<file path="src/rtl/aes_rkey_pkg.sv">
package aes_rkey_pkg;

    localparam int NUM_ROUNDS = 10;
    localparam int RND_W      = $clog2(NUM_ROUNDS + 1);
    localparam int KEY_W      = 128;
    localparam int WORD_W     = 32;

    // multiply by x in GF(2^8) modulo x^8+x^4+x^3+x+1
    function automatic logic [7:0] gf_x2(input logic [7:0] a);
        return {a[6:0], 1'b0} ^ (a[7] ? 8'h1b : 8'h00);
    endfunction

    function automatic logic [7:0] gf_mul(input logic [7:0] a, input logic [7:0] b);
        logic [7:0] acc;
        logic [7:0] p;
        acc = 8'h00;
        p   = a;
        for (int i = 0; i < 8; i++) begin
            if (b[i]) acc = acc ^ p;
            p = gf_x2(p);
        end
        return acc;
    endfunction

    // S-box: multiplicative inverse (a^254) followed by the affine map
    function automatic logic [7:0] sbox_f(input logic [7:0] a);
        logic [7:0] r;
        logic [7:0] p;
        logic [7:0] e;
        r = 8'h01;
        p = a;
        e = 8'd254;
        for (int i = 0; i < 8; i++) begin
            if (e[i]) r = gf_mul(r, p);
            p = gf_mul(p, p);
        end
        if (a == 8'h00) r = 8'h00;
        return r ^ {r[6:0], r[7]} ^ {r[5:0], r[7:6]} ^ {r[4:0], r[7:5]}
                 ^ {r[3:0], r[7:4]} ^ 8'h63;
    endfunction

    // round constant for round n (1-based)
    function automatic logic [7:0] rcon_f(input logic [RND_W-1:0] n);
        logic [7:0] c;
        c = 8'h01;
        for (int i = 2; i <= NUM_ROUNDS; i++) begin
            if (i <= int'(n)) c = gf_x2(c);
        end
        return c;
    endfunction

endpackage

</file>
<file path="src/rtl/aes_rkey_sbox.sv">
module aes_rkey_sbox
    import aes_rkey_pkg::*;
(
    input  logic [7:0] byte_i,
    output logic [7:0] byte_o
);
    always_comb begin
        byte_o = sbox_f(byte_i);
    end
endmodule

</file>
<file path="src/rtl/aes_rkey_step.sv">
module aes_rkey_step
    import aes_rkey_pkg::*;
(
    input  logic [KEY_W-1:0] key_i,
    input  logic [RND_W-1:0] rnd_i,
    output logic [KEY_W-1:0] key_o
);
    localparam int NWORDS = KEY_W / WORD_W;

    logic [WORD_W-1:0] w_old [NWORDS];
    logic [WORD_W-1:0] w_new [NWORDS];
    logic [WORD_W-1:0] rot_w;
    logic [WORD_W-1:0] sub_w;
    logic [WORD_W-1:0] mix_w;

    assign rot_w = {w_old[NWORDS-1][WORD_W-9:0], w_old[NWORDS-1][WORD_W-1 -: 8]};

    for (genvar g = 0; g < WORD_W / 8; g++) begin : g_sub
        aes_rkey_sbox u_sbox (
            .byte_i (rot_w[8*g +: 8]),
            .byte_o (sub_w[8*g +: 8])
        );
    end

    assign mix_w = sub_w ^ {rcon_f(rnd_i), {(WORD_W-8){1'b0}}};

    for (genvar j = 0; j < NWORDS; j++) begin : g_word
        assign w_old[j] = key_i[KEY_W-1-WORD_W*j -: WORD_W];
        if (j == 0) begin : g_first
            assign w_new[j] = w_old[j] ^ mix_w;
        end else begin : g_chain
            assign w_new[j] = w_old[j] ^ w_new[j-1];
        end
        assign key_o[KEY_W-1-WORD_W*j -: WORD_W] = w_new[j];
    end
endmodule

</file>
<file path="src/rtl/aes_rkey_gen.sv">
module aes_rkey_gen
    import aes_rkey_pkg::*;
#(
    parameter int PRECOMP = 0
) (
    input  logic             clk,
    input  logic             rst_n,
    input  logic             load_i,
    input  logic [KEY_W-1:0] key_i,
    input  logic             next_i,
    output logic [RND_W-1:0] round_o,
    output logic [KEY_W-1:0] rkey_o,
    output logic             valid_o,
    output logic             err_o
);
    localparam logic [RND_W-1:0] LAST = RND_W'(NUM_ROUNDS);

    logic [KEY_W-1:0] step_in;
    logic [RND_W-1:0] step_rnd;
    logic [KEY_W-1:0] step_out;

    aes_rkey_step u_step (
        .key_i (step_in),
        .rnd_i (step_rnd),
        .key_o (step_out)
    );

    if (PRECOMP == 0) begin : g_lockstep
        typedef struct packed {
            logic [KEY_W-1:0] key;
            logic [RND_W-1:0] round;
            logic             valid;
            logic             err;
        } ls_state_t;

        ls_state_t s_d, s_q;

        assign step_in  = s_q.key;
        assign step_rnd = s_q.round + RND_W'(1);

        always_comb begin
            s_d = s_q;
            if (load_i) begin
                s_d.key   = key_i;
                s_d.round = '0;
                s_d.valid = 1'b1;
                s_d.err   = 1'b0;
            end else if (next_i && s_q.valid) begin
                if (s_q.round < LAST) begin
                    s_d.key   = step_out;
                    s_d.round = s_q.round + RND_W'(1);
                end else begin
                    s_d.err = 1'b1;
                end
            end
        end

        always_ff @(posedge clk or negedge rst_n) begin
            if (!rst_n) s_q <= '0;
            else        s_q <= s_d;
        end

        assign round_o = s_q.round;
        assign rkey_o  = s_q.key;
        assign valid_o = s_q.valid;
        assign err_o   = s_q.err;
    end else begin : g_precomp
        typedef struct packed {
            logic [NUM_ROUNDS:0][KEY_W-1:0] bank;
            logic [RND_W-1:0]               fill;
            logic                           busy;
            logic [RND_W-1:0]               round;
            logic                           valid;
            logic                           err;
        } pc_state_t;

        pc_state_t        s_d, s_q;
        logic [RND_W-1:0] prev_idx;

        assign prev_idx = (s_q.fill == '0) ? '0 : s_q.fill - RND_W'(1);
        assign step_in  = s_q.bank[prev_idx];
        assign step_rnd = s_q.fill;

        always_comb begin
            s_d = s_q;
            if (load_i) begin
                s_d.bank[0] = key_i;
                s_d.fill    = RND_W'(1);
                s_d.busy    = 1'b1;
                s_d.round   = '0;
                s_d.valid   = 1'b0;
                s_d.err     = 1'b0;
            end else if (s_q.busy) begin
                s_d.bank[s_q.fill] = step_out;
                if (s_q.fill == LAST) begin
                    s_d.busy  = 1'b0;
                    s_d.valid = 1'b1;
                end else begin
                    s_d.fill = s_q.fill + RND_W'(1);
                end
            end else if (next_i && s_q.valid) begin
                if (s_q.round < LAST) s_d.round = s_q.round + RND_W'(1);
                else                  s_d.err   = 1'b1;
            end
        end

        always_ff @(posedge clk or negedge rst_n) begin
            if (!rst_n) s_q <= '0;
            else        s_q <= s_d;
        end

        assign round_o = s_q.round;
        assign rkey_o  = s_q.bank[s_q.round];
        assign valid_o = s_q.valid;
        assign err_o   = s_q.err;
    end
endmodule

</file>
<file path="config.mk">
export PLATFORM = sky130hd
export DESIGN_NAME = aes_rkey_gen
export DESIGN_NICKNAME = d
export VERILOG_FILES = /design/src/rtl/aes_rkey_pkg.sv /design/src/rtl/aes_rkey_sbox.sv /design/src/rtl/aes_rkey_step.sv /design/src/rtl/aes_rkey_gen.sv
export SDC_FILE = /design/constraint.sdc
export NUM_CORES = 2
export LEC_CHECK = 0
export CORE_UTILIZATION = 40
export DETAILED_ROUTE_END_ITERATION = 8
export GPL_ROUTABILITY_DRIVEN = 0
export SLEW_MARGIN = 10
export SYNTH_ARGS = -nofsm -noshare
export SYNTH_HDL_FRONTEND = slang
export SYNTH_SLANG_ARGS = --single-unit
</file>
<file path="constraint.sdc">
create_clock -name clk -period 17.4 [get_ports clk]
set_input_delay 1.74 -clock clk [delete_from_list [all_inputs] [get_ports clk]]
set_output_delay 1.74 -clock clk [all_outputs]
set_load 0.01 [all_outputs]
</file>
==> out/qor_table.md <==
| Metric | Reported |
|:---|:---|
| Result of the run | completed |
| Final Util | 45.04% |
| Count of flip-flops with a built-in enable after synthesis | 0 |
| 1st-pass router iterations | 6 |
| Die width | 402.2 um |
| Total number of placement rows | 146 |
| Pre-CTS setup slack | -0.3955 ns |
| Crit path capture type | register |
| First-pass GRT wire length | 330,100 um |
| Number of failing setup endpoints in the final timing report | 0 |
| Remaining number of nets flagged by the antenna check after routing | 0 |
| Setup Crit Path Kind | register to register |
| Post-synthesis net count | 8,496 |
| Sequential cell area fraction in the yosys report | 5.234% |
| R2R Setup Slk | 0.79 ns |
| Later-pin clock latency in the skew report | 0.55 ns |
| TritonCTS clock tree | done |
| Post-synthesis async set-or-reset flop share | 100.0% |
| Floorplan die height | 402.2 um |
| RR Startpoint | rkey_o[1] |
| Number of top-level design ports | 266 |
| Port Buffer Count | 265 |
| Maximum number of pins on one net before global-route repair | 126 |
| Uppermost layer routed | met5 |
| HPWL after detailed placement | 158,700 um |
| Metal1 wirelength | 95,300 um |
| Die Footprint | 161,800 um2 |
| Initial antenna violation count | 7 |
| Maximum Capacitance Violations | 0 |
| Clock tree buffer depth | 2 |
| TritonCTS Buffers | 17 |
| Number of buffers inserted by hold repair at cts | 0 |
| Reg-to-Reg End | rkey_o[9] |
| Wire length after detailed routing | 209,700 um |
| Total clock sinks | 134 |
| Top cell type by total area after synthesis | sky130_fd_sc_hd__xnor2_1 |
| Largest clock skew in the final design | 0.02878 ns |
| First element of the critical path | rkey_o[1] |
| Proportion of netlist area held by the largest area contributor | 21.82% |
| Clock input transition at the sequential cells of the worst setup and hold paths | 0.08 ns |
| Count of mapped cells out of synthesis | 8,332 |
| Critical path peak fanout | 34 |
| Final worst setup slack | 0.7889 ns |
| Vias in the first global route | 56,930 |
| Worst setup endpoint | rkey_o[9] |
| Tcrit/Tclk final | 95.47% |
| Highest Clock Rate | 0.06020 GHz |
| Fillers | 15,760 |
| Main synth FF type | sky130_fd_sc_hd__dfrtp_1 |
| Average footprint of a synthesized cell | 7.689 um2 |
| Worst r2r path cells | 54 |
| Critical path launch point type | register |
| Wire length per cell | 19.84 um |
| Number of warning messages in the yosys log | 0 |
| Worst path max stage delay | 0.83 ns |
| Layout Area Growth over Synthesis | 11.60% |
| Cell variety after synth | 112 |
| H-Tree Level Count | 4 |
| Least-Margin Pin Slew | 1.268 ns |
| Total of flip-flops plus latches after synthesis | 134 |
| Fraction of final layout cells sized beyond drive strength 1 | 9.547% |
| DR DRC count | 0 |
| Met3 WL post-DR | 15,160 um |
| Vias after detailed routing | 60,710 |
| Req. time, crit path | 17.83 ns |
| Detail-routed via count per cell | 5.745 |
| Detailed route wirelength on metal2 | 95,630 um |
| Worst rel slew slack | 14.88% |
| Clk Tree Root Cell | sky130_fd_sc_hd__clkbuf_16 |
| Cell mode on critical path | sky130_fd_sc_hd__xnor2_1 |
| Initial core utilization | 40.36% |
| Overall routing resource usage | 25.02% |
| Number of pins exceeding their max-slew limit in the final report | 0 |
| Largest cells by area after synthesis | sky130_fd_sc_hd__xnor2_1, sky130_fd_sc_hd__xnor3_1, sky130_fd_sc_hd__xor2_1, sky130_fd_sc_hd__nor2_1, sky130_fd_sc_hd__nand2_1 |
| Area inside the core boundary | 158,700 um2 |
| Library cell contributing the largest single delay on the critical path | sky130_fd_sc_hd__dfrtp_1 |
| Number of failing hold endpoints at the final stage | 0 |
| GR Overflow Total | 0 |
| Min-Delay Path Class | register to register |
| Shortest clock period the worst path allows after layout | 16.61 ns |
| Data arrival time at the worst-slack endpoint | 17.04 ns |
| Number of diodes added for antenna fixing | 0 |
| Initial DRC count | 6,266 |
| Setup repair after global routing missed its margin | no |
| Cell area after synthesis | 64,060 um2 |
| Final net count | 8,646 |
[synth_stat cells (64+ instances only)]
| cell | n |
|---|---|
| sky130_fd_sc_hd__xnor2_1 | 1596 |
| sky130_fd_sc_hd__o211ai_1 | 64 |
| sky130_fd_sc_hd__a211oi_1 | 74 |
| sky130_fd_sc_hd__inv_1 | 86 |
| sky130_fd_sc_hd__nor2b_1 | 66 |
| sky130_fd_sc_hd__xnor3_1 | 429 |
| sky130_fd_sc_hd__nand2b_1 | 72 |
| sky130_fd_sc_hd__a21oi_1 | 442 |
| sky130_fd_sc_hd__o22ai_1 | 102 |
| sky130_fd_sc_hd__xnor2_2 | 66 |
| sky130_fd_sc_hd__nand2_1 | 942 |
| sky130_fd_sc_hd__clkbuf_1 | 341 |
| sky130_fd_sc_hd__dfrtp_1 | 134 |
| sky130_fd_sc_hd__mux2i_1 | 207 |
| sky130_fd_sc_hd__buf_2 | 129 |
| sky130_fd_sc_hd__a31oi_1 | 68 |
| sky130_fd_sc_hd__nor2_1 | 1188 |
| sky130_fd_sc_hd__a22oi_1 | 64 |
| sky130_fd_sc_hd__o21ai_0 | 396 |
| sky130_fd_sc_hd__nand3_1 | 173 |
| sky130_fd_sc_hd__nor3_1 | 187 |
| sky130_fd_sc_hd__xor2_1 | 518 |
[worst max-delay path, delay by kind of cell (launching register included)]
family                 cells  cell delay [ns]
XOR/XNOR                  32            10.63
buffers and inverters      7             1.60
AO/OA/AOI/OAI              6             1.53
AND/OR/NAND/NOR            7             1.35
flip-flops                 1             0.83
multiplexers               2             0.51
[placed cells by master, fill, tap and decap left out, types with 23 or more instances in the layout]
master,count
sky130_fd_sc_hd__xnor2_1,1529
sky130_fd_sc_hd__nor2_1,1184
sky130_fd_sc_hd__nand2_1,940
sky130_fd_sc_hd__xor2_1,501
sky130_fd_sc_hd__a21oi_1,442
sky130_fd_sc_hd__xnor3_1,416
sky130_fd_sc_hd__buf_4,404
sky130_fd_sc_hd__o21ai_0,394
sky130_fd_sc_hd__clkdlybuf4s50_1,263
sky130_fd_sc_hd__mux2i_1,207
sky130_fd_sc_hd__nor3_1,185
sky130_fd_sc_hd__nand3_1,172
sky130_fd_sc_hd__dfrtp_1,132
sky130_fd_sc_hd__xnor2_2,126
sky130_fd_sc_hd__o22ai_1,102
sky130_fd_sc_hd__inv_1,85
sky130_fd_sc_hd__a211oi_1,74
sky130_fd_sc_hd__nand2b_1,72
sky130_fd_sc_hd__a31oi_1,67
sky130_fd_sc_hd__nor2b_1,66
sky130_fd_sc_hd__o211ai_1,64
sky130_fd_sc_hd__a22oi_1,62
sky130_fd_sc_hd__xor3_1,58
sky130_fd_sc_hd__mux2_2,55
sky130_fd_sc_hd__and2_1,55
sky130_fd_sc_hd__or3_1,46
sky130_fd_sc_hd__and3_1,34
sky130_fd_sc_hd__xor2_2,33
sky130_fd_sc_hd__xnor3_2,32
sky130_fd_sc_hd__ha_1,32
sky130_fd_sc_hd__o21ai_1,30
sky130_fd_sc_hd__o32ai_1,29
sky130_fd_sc_hd__o21a_1,25
sky130_fd_sc_hd__or2_2,25
sky130_fd_sc_hd__a221oi_1,25
sky130_fd_sc_hd__a21o_1,24
sky130_fd_sc_hd__nor4_1,23
[per-stage QoR]
step / cells / hold slack [ns] / setup TNS [ns] / instance area (um2)
after global routing: 10570 / 0.6208 / 0 / 71490
after floorplan: 8332 / 0.5288 / 0 / 64060
after CTS: 10560 / 0.6075 / 0 / 71030
after global placement: 10530 / 0.5831 / -0.8327 / 70410
after detailed placement: 10530 / 0.5913 / -1.860 / 70410
final: 10570 / 0.6072 / 0 / 71490
[per-layer routing]
layer	vias up	global-route usage (%)
met5	-	0
met2	2331	40.05
li1	28810	-
met1	29310	35.76
met4	6	5.404
met3	255	3.076
[logic make-up after synthesis]
family | count (synthesis) | share of synthesized area [%]
flip-flops | 134 | 5.234
multiplexers | 272 | 4.457
AND/OR/NAND/NOR | 2909 | 19.58
buffers and inverters | 647 | 4.184
adder cells (fa/ha/maj) | 35 | 0.6719
XOR/XNOR | 2728 | 49.99
AO/OA/AOI/OAI | 1607 | 15.88
[state kept, by name (all words and copies together) (netlist names)]
signal,cells
round_o,4
rkey_o,128
valid_o,1
err_o,1
[worst min-delay path by stage]
stage	startpoint	endpoint	slack (ns)	cells past startpoint
final	rkey_o[120]	rkey_o[120]	0.61	2
after global routing	rkey_o[120]	rkey_o[120]	0.62	2
after CTS	rkey_o[120]	rkey_o[120]	0.61	2
after detailed placement	rkey_o[120]	rkey_o[120]	0.59	2
after global placement	rkey_o[120]	rkey_o[120]	0.58	2
after floorplan	err_o	err_o	0.53	2
[repair_timing]
action	in CTS	in global routing
setup buffers	0	5
setup endpoints to repair	15	94
gates cloned	0	0
pin swaps	0	2
gates resized for setup	5	69
[area by class of cell]
type	instances	area, um2	area share, %
flip-flops and latches	134	3356	4.694
inverters	109	412.9	0.5775
well taps	2072	2592	3.626
multi-input cells	7551	58830	82.29
clock inverters	15	183.9	0.2573
repair buffers	669	5692	7.961
clock buffers	17	425.4	0.5950
Power is not shown: default switching activity piles up to over one toggle a cycle in this logic, so the estimate is an artifact.
